===== config.mk =====
export PLATFORM = sky130hd
export DESIGN_NAME = exposure_timer
export DESIGN_NICKNAME = d
export VERILOG_FILES = /design/src/rtl/exposure_pkg.sv /design/src/rtl/tick_sync.sv /design/src/rtl/setting_decode.sv /design/src/rtl/exposure_ctrl.sv /design/src/rtl/exposure_timer.sv
export SDC_FILE = /design/constraint.sdc
export NUM_CORES = 1
export LEC_CHECK = 0
export ABC_AREA = 1
export BUFFER_PORTS_ARGS = -buffer_cell sky130_fd_sc_hd__buf_4
export CAP_MARGIN = 30
export CORE_MARGIN = 5
export CORE_UTILIZATION = 50
export DETAILED_ROUTE_END_ITERATION = 16
export PLACE_DENSITY = 0.68
export REMOVE_ABC_BUFFERS = 1
export SYNTH_ARGS = -nofsm -noshare
export SYNTH_HDL_FRONTEND = slang
export SYNTH_SLANG_ARGS = --single-unit
export TNS_END_PERCENT = 5

===== constraint.sdc =====
create_clock -name clk -period 10.1 [get_ports clk]
set_clock_uncertainty 0.2 [all_clocks]
set_input_delay 2.02 -clock clk [delete_from_list [all_inputs] [get_ports clk]]
set_output_delay 2.02 -clock clk [all_outputs]
set_load 0.02 [all_outputs]

===== src/rtl/exposure_pkg.sv =====
package exposure_pkg;

  typedef enum logic {ST_IDLE, ST_RUN} expo_state_t;

  // whole-seconds field lookup (non-linear above 5)
  function automatic int coarse_seconds(input logic [2:0] code);
    case (code)
      3'd6:    return 7;
      3'd7:    return 9;
      default: return int'(code);
    endcase
  endfunction

  // added-milliseconds field lookup
  function automatic int fine_millis(input logic [2:0] code);
    case (code)
      3'd0:    return 0;
      3'd1:    return 20;
      3'd2:    return 50;
      3'd3:    return 100;
      3'd4:    return 200;
      3'd5:    return 300;
      3'd6:    return 500;
      default: return 800;
    endcase
  endfunction

endpackage


===== src/rtl/tick_sync.sv =====
module tick_sync #(
  parameter int STAGES = 2
) (
  input  logic clk,
  input  logic rst_n,
  input  logic tick_async,
  output logic tick_rise
);
  logic [STAGES-1:0] chain;
  logic              last_q;

  generate
    if (STAGES == 1) begin : g_one
      always_ff @(posedge clk) begin
        if (!rst_n) chain <= '0;
        else        chain <= tick_async;
      end
    end else begin : g_many
      always_ff @(posedge clk) begin
        if (!rst_n) chain <= '0;
        else        chain <= {chain[STAGES-2:0], tick_async};
      end
    end
  endgenerate

  always_ff @(posedge clk) begin
    if (!rst_n) last_q <= 1'b0;
    else        last_q <= chain[STAGES-1];
  end

  assign tick_rise = chain[STAGES-1] & ~last_q;
endmodule


===== src/rtl/setting_decode.sv =====
module setting_decode
  import exposure_pkg::*;
#(
  parameter int UNIT_MS = 10,
  parameter int CNT_W   = 10
) (
  input  logic [5:0]       code,
  output logic [CNT_W-1:0] ticks
);
  localparam int UNITS_PER_SEC = 1000 / UNIT_MS;

  int total;

  always_comb begin
    total = coarse_seconds(code[5:3]) * UNITS_PER_SEC
          + fine_millis(code[2:0]) / UNIT_MS;
    if (total == 0) total = 1;
    ticks = CNT_W'(total);
  end
endmodule


===== src/rtl/exposure_ctrl.sv =====
module exposure_ctrl
  import exposure_pkg::*;
#(
  parameter int CNT_W = 10
) (
  input  logic             clk,
  input  logic             rst_n,
  input  logic             start,
  input  logic [CNT_W-1:0] load_ticks,
  input  logic             tick_rise,
  output logic             integrate,
  output logic             done
);
  expo_state_t      state_q;
  logic [CNT_W-1:0] remain_q;
  logic             done_q;

  always_ff @(posedge clk) begin
    if (!rst_n) begin
      state_q  <= ST_IDLE;
      remain_q <= '0;
      done_q   <= 1'b0;
    end else begin
      done_q <= 1'b0;
      case (state_q)
        ST_IDLE: begin
          if (start) begin
            remain_q <= load_ticks;
            state_q  <= ST_RUN;
          end
        end
        default: begin
          if (tick_rise) begin
            if (remain_q == CNT_W'(1)) begin
              state_q <= ST_IDLE;
              done_q  <= 1'b1;
            end else begin
              remain_q <= remain_q - CNT_W'(1);
            end
          end
        end
      endcase
    end
  end

  assign integrate = (state_q == ST_RUN);
  assign done      = done_q;
endmodule


===== src/rtl/exposure_timer.sv =====
module exposure_timer
  import exposure_pkg::*;
#(
  parameter int UNIT_MS     = 10,
  parameter int SYNC_STAGES = 2
) (
  input  logic       clk,
  input  logic       rst_n,
  input  logic       start,
  input  logic       use_ext,
  input  logic [5:0] sw_setting,
  input  logic [5:0] ext_setting,
  input  logic       unit_tick,
  output logic       integrate,
  output logic       done
);
  localparam int MAX_TICKS = 9 * (1000 / UNIT_MS) + 800 / UNIT_MS;
  localparam int CNT_W     = $clog2(MAX_TICKS + 1);

  logic [5:0]       code_sel;
  logic [CNT_W-1:0] code_ticks;
  logic             rise;

  assign code_sel = use_ext ? ext_setting : sw_setting;

  tick_sync #(.STAGES(SYNC_STAGES)) sync_i (
    .clk       (clk),
    .rst_n     (rst_n),
    .tick_async(unit_tick),
    .tick_rise (rise)
  );

  setting_decode #(.UNIT_MS(UNIT_MS), .CNT_W(CNT_W)) dec_i (
    .code (code_sel),
    .ticks(code_ticks)
  );

  exposure_ctrl #(.CNT_W(CNT_W)) ctrl_i (
    .clk       (clk),
    .rst_n     (rst_n),
    .start     (start),
    .load_ticks(code_ticks),
    .tick_rise (rise),
    .integrate (integrate),
    .done      (done)
  );
endmodule


==> flow_summary.rst, run 1 <==
.. list-table::
   :header-rows: 1

   * - Metric
     - Value
   * - Overall die height
     - 67.13 um
   * - Peak fanout along the critical path
     - 10
   * - Max Fclk
     - 198.6 MHz
   * - Starting Density
     - 52.58%
   * - Share of the yosys chip area belonging to registers
     - 18.40%
   * - Slew Limit Headroom
     - 56.28%
   * - Maximum ir drop on the vdd rail
     - 0.08659 mV
   * - Max-cap violation count
     - 0
   * - Total via count in the routed design
     - 1605
   * - Cell Area, Synth
     - 0.001632 mm2
   * - Warnings, synthesis
     - 0
   * - Leakage component of the power
     - 0.9644 nW
   * - Half-perimeter wire length after detailed placement
     - 2735 um
   * - Endpoint kind of the worst setup timing path
     - register
   * - Total power density per cell area
     - 114.6 mW/mm2
   * - DRC violations left
     - 0
   * - Slowest Stage Delay on Critical Path
     - 0.45 ns
   * - I/O pin cnt
     - 19
   * - Startpoint-to-endpoint class of the critical path
     - input port to register
   * - Utilization of the core after routing
     - 58.59%
   * - Row Count
     - 20
   * - Antenna Diode Count
     - 0
   * - Clock sink count
     - 15
   * - RD Place Congestion
     - 0.7742
   * - Nature of the critical path startpoint
     - input port
   * - Buffers on Ports
     - 18
   * - Root cell of the clock tree
     - sky130_fd_sc_hd__clkbuf_4
   * - CTS tree
     - built
   * - Count of fill cells added during filler insertion
     - 341
   * - Routed length per instance
     - 10.51 um
   * - Register-to-Register Setup Slack
     - 7.68 ns
   * - Net count, final
     - 311
   * - Count of placed standard cells in the final layout, fillers left out
     - 320
   * - Antenna violations before repair
     - 0
   * - Family of cells with the greatest summed delay on the critical path
     - simple AND/OR/NAND/NOR gates
   * - Crit path time final
     - 5.035 ns
   * - Arrival @ worst endpoint
     - 5.06 ns
   * - Placed instance count
     - 316
   * - Power, Total
     - 0.2083 mW
   * - H-tree levels
     - 1
   * - Post CTS Setup Buffer Count
     - 0
   * - Cell count after synthesis
     - 259
   * - Wire length of the first global-routing pass
     - 5961 um
   * - Placeable core region
     - 0.003103 mm2
   * - Aggregate routed wire length
     - 3364 um
   * - Startpoint of the lowest-slack register-to-register path
     - ctrl_i.integrate
   * - Critical-path top delay cell
     - sky130_fd_sc_hd__fa_1
   * - Critical path depth
     - 23
   * - 1st-pass router iterations
     - 5
   * - Fraction of final layout cells sized beyond drive strength 1
     - 15.94%
   * - Die width
     - 67.13 um
   * - Clock buffer count from CTS
     - 3
   * - Initial DRC Count
     - 101
   * - Count of instances resized after the clock tree is built
     - 0
   * - Count of state elements after synthesis
     - 15
   * - Classification of the worst-slack hold path
     - register to register
   * - Reg-to-reg endpoint
     - ctrl_i.remain_q[1]
   * - Final clock period utilization by the worst path
     - 49.85%
   * - Largest net degree at the start of global routing
     - 19
   * - Final Hold Violating Endpoints
     - 0
   * - Setup violations, final
     - 0
   * - Leftover overflow at the end of global routing
     - 0
   * - Area grow syn2layout
     - 11.43%
   * - Number of buffers added to fix hold violations after cts
     - 0
   * - Via count normalized by instance count
     - 5.016
   * - Result of the run
     - finished, final reports clean
   * - Mean instance size in the synthesized netlist
     - 6.299 um2
   * - Worst Path Buf+Inv
     - 2
   * - Later-pin clock latency in the skew report
     - 0.28 ns
   * - Critical path endpoint
     - ctrl_i.remain_q[0]
   * - Deepest clock path buffer count
     - 2
   * - Slew at the pin with the worst max-slew slack
     - 0.6556 ns
   * - Pins Over Slew Limit
     - 0
   * - Ordered cell list for the critical path
     - buf_4, inv_8, nand2_2, nand2_4, nand2_2, nor2_1, ha_1, nor2_1, nor2_1, o21ai_0, o31ai_1, ha_1, fa_1, or2_2, nor2_1, nand3_2, nor2_2, nand3_1, nor2_1, nand4_1, nand2_1, nand2_1, a21oi_1
   * - Most used cell along the critical path
     - sky130_fd_sc_hd__nor2_1
   * - Register clock-pin slew on the reported worst setup and hold paths
     - 0.09 ns
   * - All-Layer GR Usage
     - 16.58%
   * - Die Area
     - 0.004506 mm2
   * - Path depth of the worst reg2reg path
     - 6
   * - Required time at the endpoint of the critical path
     - 10.12 ns
   * - Timing startpoint of the critical path
     - use_ext
   * - Unrepaired setup endpoints after global routing
     - no
   * - DRT antenna net count
     - 0
   * - Via count of the first global-routing pass
     - 1401
   * - Number of distinct library cell variants in the gate-level netlist after synthesis
     - 37
   * - Setup total negative slack
     - 0 ns
[synthesized netlist by cell type]
library cell / n / area share [%]
sky130_fd_sc_hd__nand2_1: 62 / 14
sky130_fd_sc_hd__inv_1: 38 / 8.7
sky130_fd_sc_hd__nor2_1: 20 / 4.6
sky130_fd_sc_hd__ha_1: 16 / 12
sky130_fd_sc_hd__nand3_1: 16 / 4.9
sky130_fd_sc_hd__o21ai_0: 16 / 4.9
sky130_fd_sc_hd__dfxtp_1: 15 / 18
sky130_fd_sc_hd__a21oi_1: 14 / 4.3
sky130_fd_sc_hd__nand2_2: 11 / 4.2
sky130_fd_sc_hd__a31oi_1: 7 / 2.7
sky130_fd_sc_hd__nand4_1: 4 / 1.5
sky130_fd_sc_hd__nor3_1: 4 / 1.2
sky130_fd_sc_hd__clkbuf_1: 3 / 0.69
sky130_fd_sc_hd__xor2_1: 3 / 1.6
sky130_fd_sc_hd__nand2_4: 2 / 1.4
sky130_fd_sc_hd__nand3_2: 2 / 1.2
sky130_fd_sc_hd__nand3b_1: 2 / 0.92
sky130_fd_sc_hd__nor4_1: 2 / 0.77
sky130_fd_sc_hd__o21ai_1: 2 / 0.61
sky130_fd_sc_hd__o21bai_1: 2 / 0.92
sky130_fd_sc_hd__or2_2: 2 / 0.77
sky130_fd_sc_hd__a211oi_1: 1 / 0.46
sky130_fd_sc_hd__a21boi_0: 1 / 0.46
sky130_fd_sc_hd__a21o_1: 1 / 0.46
sky130_fd_sc_hd__a221oi_1: 1 / 0.54
sky130_fd_sc_hd__buf_4: 1 / 0.46
sky130_fd_sc_hd__buf_6: 1 / 0.69
sky130_fd_sc_hd__fa_1: 1 / 1.2
sky130_fd_sc_hd__inv_2: 1 / 0.23
sky130_fd_sc_hd__inv_8: 1 / 0.69
sky130_fd_sc_hd__nand4_2: 1 / 0.77
sky130_fd_sc_hd__nor2_2: 1 / 0.38
sky130_fd_sc_hd__o21a_1: 1 / 0.46
sky130_fd_sc_hd__o21ai_2: 1 / 0.54
sky130_fd_sc_hd__o221a_2: 1 / 0.69
sky130_fd_sc_hd__o31ai_1: 1 / 0.46
sky130_fd_sc_hd__xnor2_1: 1 / 0.54
[registers in the layout (all words and copies together) (netlist names)]
register and flops:
ctrl_i.done 1, sync_i.chain 2, sync_i.last_q 1, ctrl_i.integrate 1, ctrl_i.remain_q 10
[worst min-delay path, cell delays in order, from the launching register on]
cell and delay [ns]:
sky130_fd_sc_hd__dfxtp_1 0.31, sky130_fd_sc_hd__nand2_1 0.05, sky130_fd_sc_hd__inv_1 0.03
[logic make-up (layout without fill, tap and decap cells)]
kind of cell               Yosys count  after routing  synth area share [%]
xor gates and xnor gates             4              4                 2.148
DFF                                 15             15                 18.41
and+or+nand+nor                    129            129                 36.96
buffers and inverters               45             62                 11.50
adders and majority gates           17             17                 13.50
AOI/OAI and AO/OA                   49             49                 17.49
[power breakdown]
part / leakage [nW] / switching (mW) / total (mW) / internal [mW]
sequential: 0.124 / 0.00533 / 0.0698 / 0.0645
combinational: 0.826 / 0.0638 / 0.104 / 0.0406
clock: 0.0150 / 0.0187 / 0.0341 / 0.0153
total: 0.964 / 0.0878 / 0.208 / 0.120
[per-stage QoR]
step           cell area [um2]  hold WS (ns)  worst slack, ns
2_1_floorplan             1602        0.1900            5.176
3_3_place_gp              1792        0.1934            4.875
3_5_place_dp              1792        0.2045            4.764
4_1_cts                   1818        0.2242            5.072
5_1_grt                   1818        0.2380            4.802
6_report                  1818        0.2218            5.065
[how the worst min path moves through the flow]
stage | depth (start not counted) | slack [ns] | from | end
final | 2 | 0.22 | sync_i.chain[0] | sync_i.chain[1]
after global routing | 2 | 0.24 | sync_i.chain[0] | sync_i.chain[1]
after CTS | 2 | 0.22 | sync_i.chain[0] | sync_i.chain[1]
after detailed placement | 2 | 0.20 | sync_i.chain[0] | sync_i.chain[1]
after global placement | 2 | 0.19 | sync_i.chain[0] | sync_i.chain[1]
after floorplan | 2 | 0.19 | sync_i.chain[0] | sync_i.chain[1]
[cell type report]
type                    count  area [um2]  area share (%)
clock buffers               4       26.28           1.445
flip-flops and latches     15       300.3           16.52
multi-input cells         199        1144           62.90
repair buffers             18       135.1           7.433
well taps                  44       55.05           3.028
inverters                  40       157.7           8.672
[layer usage]
metal	share of wire [%]	GRT usage, %
met4	0	1.519
met1	53	24.19
met3	4.2	3.541
met2	43	25.77
met5	0	0
[layout by cell type, fill, tap and decap left out, types with 2 or more instances in the layout]
master	instances
sky130_fd_sc_hd__nand2_1	62
sky130_fd_sc_hd__inv_1	38
sky130_fd_sc_hd__nor2_1	20
sky130_fd_sc_hd__buf_4	18
sky130_fd_sc_hd__o21ai_0	16
sky130_fd_sc_hd__nand3_1	16
sky130_fd_sc_hd__ha_1	16
sky130_fd_sc_hd__dfxtp_1	15
sky130_fd_sc_hd__a21oi_1	14
sky130_fd_sc_hd__nand2_2	11
sky130_fd_sc_hd__a31oi_1	7
sky130_fd_sc_hd__nand4_1	4
sky130_fd_sc_hd__nor3_1	4
sky130_fd_sc_hd__xor2_1	3
sky130_fd_sc_hd__clkbuf_4	3
sky130_fd_sc_hd__nand2_4	2
sky130_fd_sc_hd__o21bai_1	2
sky130_fd_sc_hd__o21ai_1	2
sky130_fd_sc_hd__nand3b_1	2
sky130_fd_sc_hd__nand3_2	2
sky130_fd_sc_hd__or2_2	2
sky130_fd_sc_hd__nor4_1	2
Note: power is estimated with default switching activity, not from simulation.
==> run 2: changes to the inputs <==
--- a/config.mk
+++ b/config.mk
@@ -11,7 +11,7 @@
 export CORE_MARGIN = 5
 export CORE_UTILIZATION = 50
 export DETAILED_ROUTE_END_ITERATION = 16
-export PLACE_DENSITY = 0.68
+export PLACE_DENSITY = 0.71
 export REMOVE_ABC_BUFFERS = 1
 export SYNTH_ARGS = -nofsm -noshare
 export SYNTH_HDL_FRONTEND = slang
==> constraint.sdc (replaced) <==
create_clock -name clk -period 4.2 [get_ports clk]
set_clock_uncertainty 0.2 [all_clocks]
set_input_delay 0.84 -clock clk [delete_from_list [all_inputs] [get_ports clk]]
set_output_delay 0.84 -clock clk [all_outputs]
set_load 0.02 [all_outputs]
==> flow_summary.rst, run 2 (synthesized netlist as in run 1, its figures left out) <==
.. list-table::
   :header-rows: 1

   * - Metric
     - Value
   * - Register clock-pin slew on the reported worst setup and hold paths
     - 0.09 ns (about the same)
   * - Arrival @ worst endpoint
     - 3.88 ns (-1.18 ns)
   * - Unrepaired setup endpoints after global routing
     - no
   * - Length of routed met3 wiring
     - 74 um (-47%)
   * - Total via count in the routed design
     - 1616 (+0.69%)
   * - Overall die height
     - 67.13 um (unchanged)
   * - Post CTS Setup Buffer Count
     - 0 (unchanged)
   * - RD Place Congestion
     - 0.8112 (+4.8%)
   * - Register-to-Register Setup Slack
     - 1.76 ns (-5.92 ns)
   * - Nature of the critical path startpoint
     - input port
   * - Largest regs
     - ctrl_i.remain_q (10), sync_i.chain (2)
   * - Switching power share of the total
     - 42.54% (+0.37 points)
   * - DRT antenna net count
     - 0 (unchanged)
   * - Largest net degree at the start of global routing
     - 19 (unchanged)
   * - Via count of the first global-routing pass
     - 1454 (+3.8%)
   * - 1st-pass router iterations
     - 4 (-1)
   * - Crit path time final
     - 3.861 ns
   * - Wire length of the first global-routing pass
     - 6058 um (+1.6%)
   * - Setup violations, final
     - 0 (unchanged)
   * - Via count normalized by instance count
     - 5.019 (about the same)
   * - CTS tree
     - built
   * - Initial DRC Count
     - 100 (-0.99%)
   * - Portion of total power attributed to the clock network
     - 16.9% (+0.6 points)
   * - Antenna Diode Count
     - 0 (unchanged)
   * - Leftover overflow at the end of global routing
     - 0 (unchanged)
   * - Half-perimeter wire length after detailed placement
     - 2763 um (+1.0%)
   * - Routed length on met2
     - 1504 um (+4.9%)
   * - Die Area
     - 0.004506 mm2 (unchanged)
   * - Net count, final
     - 313 (+0.64%)
   * - Count of fill cells added during filler insertion
     - 330 (-3.2%)
   * - Routed length per instance
     - 10.44 um (-0.65%)
   * - Maximum ir drop on the vdd rail
     - 0.2101 mV (+140%)
   * - Peak fanout along the critical path
     - 10 (unchanged)
   * - Cell area after layout
     - 0.001833 mm2 (+0.83%)
   * - Max Fclk
     - 259.0 MHz
   * - Leading cell types in the layout, fill and taps excluded
     - sky130_fd_sc_hd__nand2_1 (62), sky130_fd_sc_hd__inv_1 (38), sky130_fd_sc_hd__nor2_1 (20), sky130_fd_sc_hd__buf_4 (20)
   * - Sw Pwr
     - 0.2166 mW (+150%)
   * - Die width
     - 67.13 um (unchanged)
   * - Required time at the endpoint of the critical path
     - 4.22 ns (-5.90 ns)
   * - Number of flip-flops under the largest register name
     - 10 (unchanged)
   * - Fraction of final layout cells sized beyond drive strength 1
     - 16.55% (+0.60 points)
   * - Deepest clock path buffer count
     - 2 (unchanged)
   * - Critical path endpoint
     - ctrl_i.remain_q[0]
   * - Classification of the worst-slack hold path
     - register to register
   * - Setup total negative slack
     - 0 ns (unchanged)
   * - DRC violations left
     - 0 (unchanged)
   * - Reg-to-reg endpoint
     - ctrl_i.remain_q[1]
   * - Leakage component of the power
     - 0.9742 nW (+1.0%)
   * - Count of instances resized after the clock tree is built
     - 0 (unchanged)
   * - Placed inst area
     - 0.001807 mm2 (+0.84%)
   * - Clock buffer count from CTS
     - 3 (unchanged)
   * - Timing startpoint of the critical path
     - use_ext
   * - Placeable core region
     - 0.003103 mm2 (unchanged)
   * - Row Count
     - 20 (unchanged)
   * - I/O pin cnt
     - 19 (unchanged)
   * - Starting Density
     - 52.58% (unchanged)
   * - Share of total power in sequential cells
     - 33.0% (-0.5 points)
   * - Endpoint kind of the worst setup timing path
     - register
   * - Combinational share of power
     - 50.1% (about the same)
   * - Final clock period utilization by the worst path
     - 91.93%
   * - Slew Limit Headroom
     - 54.94% (-1.3 points)
   * - Clock sink count
     - 15 (unchanged)
   * - All-Layer GR Usage
     - 16.75% (+0.17 points)
   * - Path depth of the worst reg2reg path
     - 6 (unchanged)
   * - M1 wire length
     - 1784 um (-0.22%)
   * - Antenna violations before repair
     - 0 (unchanged)
   * - Max-cap violation count
     - 0 (unchanged)
   * - Internal power consumption
     - 0.2926 mW (+140%)
   * - Total power density per cell area
     - 277.8 mW/mm2 (+140%)
   * - Startpoint of the lowest-slack register-to-register path
     - ctrl_i.integrate
   * - Later-pin clock latency in the skew report
     - 0.29 ns (about the same)
   * - Area grow syn2layout
     - 12.35%
   * - Final Hold Violating Endpoints
     - 0 (unchanged)
   * - Slew at the pin with the worst max-slew slack
     - 0.6759 ns (+0.02021 ns)
   * - Aggregate routed wire length
     - 3363 um (about the same)
   * - Startpoint-to-endpoint class of the critical path
     - input port to register
   * - Result of the run
     - finished, final reports clean
   * - Root cell of the clock tree
     - sky130_fd_sc_hd__clkbuf_4
   * - Highest routed layer
     - met3
   * - Number of buffers added to fix hold violations after cts
     - 0 (unchanged)
   * - H-tree levels
     - 1 (unchanged)
   * - Top reg by flops
     - ctrl_i.remain_q
   * - Pins Over Slew Limit
     - 0 (unchanged)
   * - Most common library cell in the layout ignoring fill and taps
     - sky130_fd_sc_hd__nand2_1
   * - Buffers on Ports
     - 18 (unchanged)
[run 2: cell count changes in the layout (fill, tap and decap cells not counted)]
cell / before / now
sky130_fd_sc_hd__buf_4: 18 / 20
[run 2: worst min-delay path by stage]
| stage | cells past startpoint | slack, ns | from | end |
|---|---|---|---|---|
| floorplan | 2 | 0.19 | sync_i.chain[0] | sync_i.chain[1] |
| global placement | 2 | 0.19 | sync_i.chain[0] | sync_i.chain[1] |
| detailed placement | 2 | 0.20 | sync_i.chain[0] | sync_i.chain[1] |
| CTS | 2 | 0.22 | sync_i.chain[0] | sync_i.chain[1] |
| global route | 2 | 0.26 | sync_i.chain[0] | sync_i.chain[1] |
| finish | 2 | 0.22 | sync_i.chain[0] | sync_i.chain[1] |
[run 2: layer usage]
layer,vias to the layer above,global-route usage (%)
li1,888,-
met1,716,23.52
met2,12,27.12
met3,0,3.541
met4,0,1.519
met5,-,0
[run 2: layout make-up]
type	instances	area [um2]	area share, %
multi-input combinational	199	1144	62.39
sequential	15	300.3	16.38
inverter	40	157.7	8.601
timing repair buffer	20	150.1	8.191
tap	44	55.05	3.003
clock buffer	4	26.28	1.433
[run 2: worst max-delay path, stage by stage]
cell,delay [ns]
sky130_fd_sc_hd__buf_4,0.16
sky130_fd_sc_hd__inv_8,0.08
sky130_fd_sc_hd__nand2_2,0.05
sky130_fd_sc_hd__nand2_2,0.09
sky130_fd_sc_hd__inv_1,0.07
sky130_fd_sc_hd__nor2_1,0.11
sky130_fd_sc_hd__ha_1,0.23
sky130_fd_sc_hd__nor2_1,0.15
sky130_fd_sc_hd__nor2_1,0.08
sky130_fd_sc_hd__o21ai_0,0.14
sky130_fd_sc_hd__o31ai_1,0.11
sky130_fd_sc_hd__ha_1,0.23
sky130_fd_sc_hd__fa_1,0.46
sky130_fd_sc_hd__or2_2,0.31
sky130_fd_sc_hd__nor2_1,0.13
sky130_fd_sc_hd__nand3_2,0.09
sky130_fd_sc_hd__nor2_2,0.08
sky130_fd_sc_hd__nand3_1,0.06
sky130_fd_sc_hd__nor2_1,0.10
sky130_fd_sc_hd__nand4_1,0.09
sky130_fd_sc_hd__nand2_1,0.06
sky130_fd_sc_hd__nand2_1,0.05
sky130_fd_sc_hd__a21oi_1,0.11
[run 2: power groups by stage]
stage,logic [mW],clock network [mW],registers [mW]
4_1_cts,0.255,0.0877,0.168
2_1_floorplan,0.193,0,0.168
5_1_grt,0.293,0.0947,0.170
6_report,0.255,0.0863,0.168
3_3_place_gp,0.252,0,0.171
3_5_place_dp,0.254,0,0.171
[run 2: per-stage QoR]
| step | total power, mW | instances | utilization [%] | hold WS (ns) | worst slack (ns) |
|---|---|---|---|---|---|
| floorplan | 0.3618 | 254 | - | 0.1900 | 0.4564 |
| global placement | 0.4229 | 318 | 58.23 | 0.1922 | 0.1522 |
| detailed placement | 0.4252 | 318 | 58.23 | 0.2000 | 0.03733 |
| CTS | 0.5109 | 322 | 59.07 | 0.2224 | 0.3397 |
| global route | 0.5577 | 322 | 59.07 | 0.2632 | 0.05791 |
| finish | 0.5092 | 322 | 59.07 | 0.2194 | 0.3387 |
==> run 3: changes to the inputs <==
--- a/config.mk
+++ b/config.mk
@@ -11,7 +11,7 @@
 export CORE_MARGIN = 5
 export CORE_UTILIZATION = 50
 export DETAILED_ROUTE_END_ITERATION = 16
-export PLACE_DENSITY = 0.71
+export PLACE_DENSITY = 0.68
 export REMOVE_ABC_BUFFERS = 1
 export SYNTH_ARGS = -nofsm -noshare
 export SYNTH_HDL_FRONTEND = slang
==> constraint.sdc (replaced) <==
create_clock -name clk -period 4.4 [get_ports clk]
set_clock_uncertainty 0.2 [all_clocks]
set_input_delay 0.88 -clock clk [delete_from_list [all_inputs] [get_ports clk]]
set_output_delay 0.88 -clock clk [all_outputs]
set_load 0.02 [all_outputs]
==> flow_summary.rst, run 3 (synthesized netlist as in run 1, its figures left out) <==
.. list-table::
   :header-rows: 1

   * - Metric
     - Value
   * - All-Layer GR Usage
     - 17.03% (+0.28 points)
   * - Buffers on Ports
     - 18 (unchanged)
   * - Arrival @ worst endpoint
     - 3.92 ns (+0.04 ns)
   * - Unrepaired setup endpoints after global routing
     - no
   * - Total power density per cell area
     - 263.2 mW/mm2 (-5.2%)
   * - Fraction of final layout cells sized beyond drive strength 1
     - 16.25% (-0.30 points)
   * - DRT antenna net count
     - 0 (unchanged)
   * - Final clock period utilization by the worst path
     - 88.55%
   * - Result of the run
     - finished, final reports clean
   * - Setup total negative slack
     - 0 ns (unchanged)
   * - Later-pin clock latency in the skew report
     - 0.29 ns (about the same)
   * - Path depth of the worst reg2reg path
     - 6 (unchanged)
   * - Top reg by flops
     - ctrl_i.remain_q
   * - Register clock-pin slew on the reported worst setup and hold paths
     - 0.09 ns (about the same)
   * - Crit path time final
     - 3.896 ns
   * - Initial DRC Count
     - 105 (+5.0%)
   * - Placeable core region
     - 0.003103 mm2 (unchanged)
   * - Overall die height
     - 67.13 um (unchanged)
   * - Setup violations, final
     - 0 (unchanged)
   * - Aggregate routed wire length
     - 3363 um (unchanged)
   * - H-tree levels
     - 1 (unchanged)
   * - Final Hold Violating Endpoints
     - 0 (unchanged)
   * - Cell area after layout
     - 0.001826 mm2 (-0.41%)
   * - Area grow syn2layout
     - 11.89%
   * - Wire length of the first global-routing pass
     - 6154 um (+1.6%)
   * - Root cell of the clock tree
     - sky130_fd_sc_hd__clkbuf_4
   * - Slew Limit Headroom
     - 55.54% (+0.60 points)
   * - Classification of the worst-slack hold path
     - register to register
   * - I/O pin cnt
     - 19 (unchanged)
   * - Antenna Diode Count
     - 0 (unchanged)
   * - RD Place Congestion
     - 0.8009 (-1.3%)
   * - Max-cap violation count
     - 0 (unchanged)
   * - Portion of total power attributed to the clock network
     - 16.5% (-0.4 points)
   * - Startpoint of the lowest-slack register-to-register path
     - ctrl_i.integrate
   * - Maximum ir drop on the vdd rail
     - 0.1540 mV (-27%)
   * - Pins Over Slew Limit
     - 0 (unchanged)
   * - Starting Density
     - 52.58% (unchanged)
   * - Die Area
     - 0.004506 mm2 (unchanged)
   * - Routed length per instance
     - 10.48 um (+0.31%)
   * - Row Count
     - 20 (unchanged)
   * - Total via count in the routed design
     - 1628 (+0.74%)
   * - Max Fclk
     - 256.6 MHz
   * - Placed inst area
     - 0.001799 mm2 (-0.42%)
   * - Share of total power in sequential cells
     - 33.3% (+0.3 points)
   * - Net count, final
     - 312 (-0.32%)
   * - Largest net degree at the start of global routing
     - 19 (unchanged)
   * - Clock sink count
     - 15 (unchanged)
   * - Reg-to-reg endpoint
     - ctrl_i.remain_q[1]
   * - CTS tree
     - built
   * - Switching power share of the total
     - 42.18% (-0.36 points)
   * - Endpoint kind of the worst setup timing path
     - register
   * - Peak fanout along the critical path
     - 10 (unchanged)
   * - Leading cell types in the layout, fill and taps excluded
     - sky130_fd_sc_hd__nand2_1 (62), sky130_fd_sc_hd__inv_1 (38), sky130_fd_sc_hd__nor2_1 (20)
   * - 1st-pass router iterations
     - 4 (unchanged)
   * - Leakage component of the power
     - 0.9693 nW (-0.50%)
   * - Count of fill cells added during filler insertion
     - 333 (+0.91%)
   * - Sw Pwr
     - 0.2026 mW (-6.4%)
   * - Via count normalized by instance count
     - 5.072 (+1.1%)
   * - Deepest clock path buffer count
     - 2 (unchanged)
   * - Slew at the pin with the worst max-slew slack
     - 0.6668 ns (-0.009029 ns)
   * - Internal power consumption
     - 0.2778 mW (-5.0%)
   * - Required time at the endpoint of the critical path
     - 4.42 ns (+0.20 ns)
   * - Largest regs
     - ctrl_i.remain_q (10), sync_i.chain (2)
   * - Die width
     - 67.13 um (unchanged)
   * - Register-to-Register Setup Slack
     - 2.01 ns (+0.25 ns)
   * - Number of flip-flops under the largest register name
     - 10 (unchanged)
   * - Antenna violations before repair
     - 0 (unchanged)
   * - Number of buffers added to fix hold violations after cts
     - 0 (unchanged)
   * - Clock buffer count from CTS
     - 3 (unchanged)
   * - Startpoint-to-endpoint class of the critical path
     - input port to register
   * - Most common library cell in the layout ignoring fill and taps
     - sky130_fd_sc_hd__nand2_1
   * - Via count of the first global-routing pass
     - 1431 (-1.6%)
   * - DRC violations left
     - 0 (unchanged)
   * - Nature of the critical path startpoint
     - input port
   * - Count of instances resized after the clock tree is built
     - 0 (unchanged)
   * - Critical path endpoint
     - ctrl_i.remain_q[0]
   * - Leftover overflow at the end of global routing
     - 0 (unchanged)
   * - Post CTS Setup Buffer Count
     - 0 (unchanged)
   * - Half-perimeter wire length after detailed placement
     - 2735 um (-1.0%)
   * - Timing startpoint of the critical path
     - use_ext
   * - Combinational share of power
     - 50.2% (about the same)
## run 3: cell types whose count changed in the layout (fill, tap and decap cells not counted), sizes merged
cell,delta
buf,-1
## run 3: through the flow
step                      power (mW)  setup WS, ns  utilization (%)  hold slack, ns  cells
after floorplan               0.3453        0.6164                -          0.1900    254
after global placement        0.4036        0.3141            57.98          0.1934    317
after detailed placement      0.4038        0.1942            57.98          0.2109    317
after CTS                     0.4846        0.4928            58.83          0.2237    321
after global routing          0.5375        0.2541            58.83          0.2431    321
final                         0.4805        0.5036            58.83          0.2197    321
## run 3: power groups by stage
stage	registers (mW)	logic, mW	clock network [mW]
2_1_floorplan	0.161	0.185	0
3_3_place_gp	0.163	0.240	0
3_5_place_dp	0.163	0.241	0
4_1_cts	0.160	0.241	0.0833
5_1_grt	0.162	0.282	0.0936
6_report	0.160	0.241	0.0793
## run 3: area by class of cell
type                       count  area [um2]  area share [%]
inverter                      40       157.7           8.636
clock buffer                   4       26.28           1.439
timing repair buffer          19       142.6           7.814
sequential                    15       300.3           16.45
tap                           44       55.05           3.016
multi-input combinational    199        1144           62.65
## run 3: per-layer routing
metal	vias to the layer above	global-route usage, %	part of all wire (%)
met1	722	24.67	55
met2	16	25.89	43
li1	890	-	-
met3	0	3.879	1.8
met5	-	0	0
met4	0	2.785	0
## run 3: worst min-delay path by stage
stage,start,to,slack (ns),cells past startpoint
floorplan,sync_i.chain[0],sync_i.chain[1],0.19,2
global placement,sync_i.chain[0],sync_i.chain[1],0.19,2
detailed placement,sync_i.chain[0],sync_i.chain[1],0.21,2
CTS,sync_i.chain[0],sync_i.chain[1],0.22,2
global route,sync_i.chain[0],sync_i.chain[1],0.24,2
finish,sync_i.chain[0],sync_i.chain[1],0.22,2
## run 3: worst max-delay path: stages
cell                      delay (ns)
sky130_fd_sc_hd__buf_4          0.16
sky130_fd_sc_hd__inv_8          0.08
sky130_fd_sc_hd__nand2_2        0.06
sky130_fd_sc_hd__nand2_4        0.09
sky130_fd_sc_hd__nand2_2        0.08
sky130_fd_sc_hd__nor2_1         0.10
sky130_fd_sc_hd__ha_1           0.23
sky130_fd_sc_hd__nor2_1         0.14
sky130_fd_sc_hd__nor2_1         0.07
sky130_fd_sc_hd__o21ai_0        0.14
sky130_fd_sc_hd__o31ai_1        0.11
sky130_fd_sc_hd__ha_1           0.23
sky130_fd_sc_hd__fa_1           0.45
sky130_fd_sc_hd__or2_2          0.30
sky130_fd_sc_hd__nor2_1         0.13
sky130_fd_sc_hd__nand3_2        0.09
sky130_fd_sc_hd__nor2_2         0.07
sky130_fd_sc_hd__nand3_1        0.06
sky130_fd_sc_hd__nor2_1         0.10
sky130_fd_sc_hd__nand4_1        0.11
sky130_fd_sc_hd__nand2_1        0.07
sky130_fd_sc_hd__nand2_1        0.05
sky130_fd_sc_hd__a21oi_1        0.11
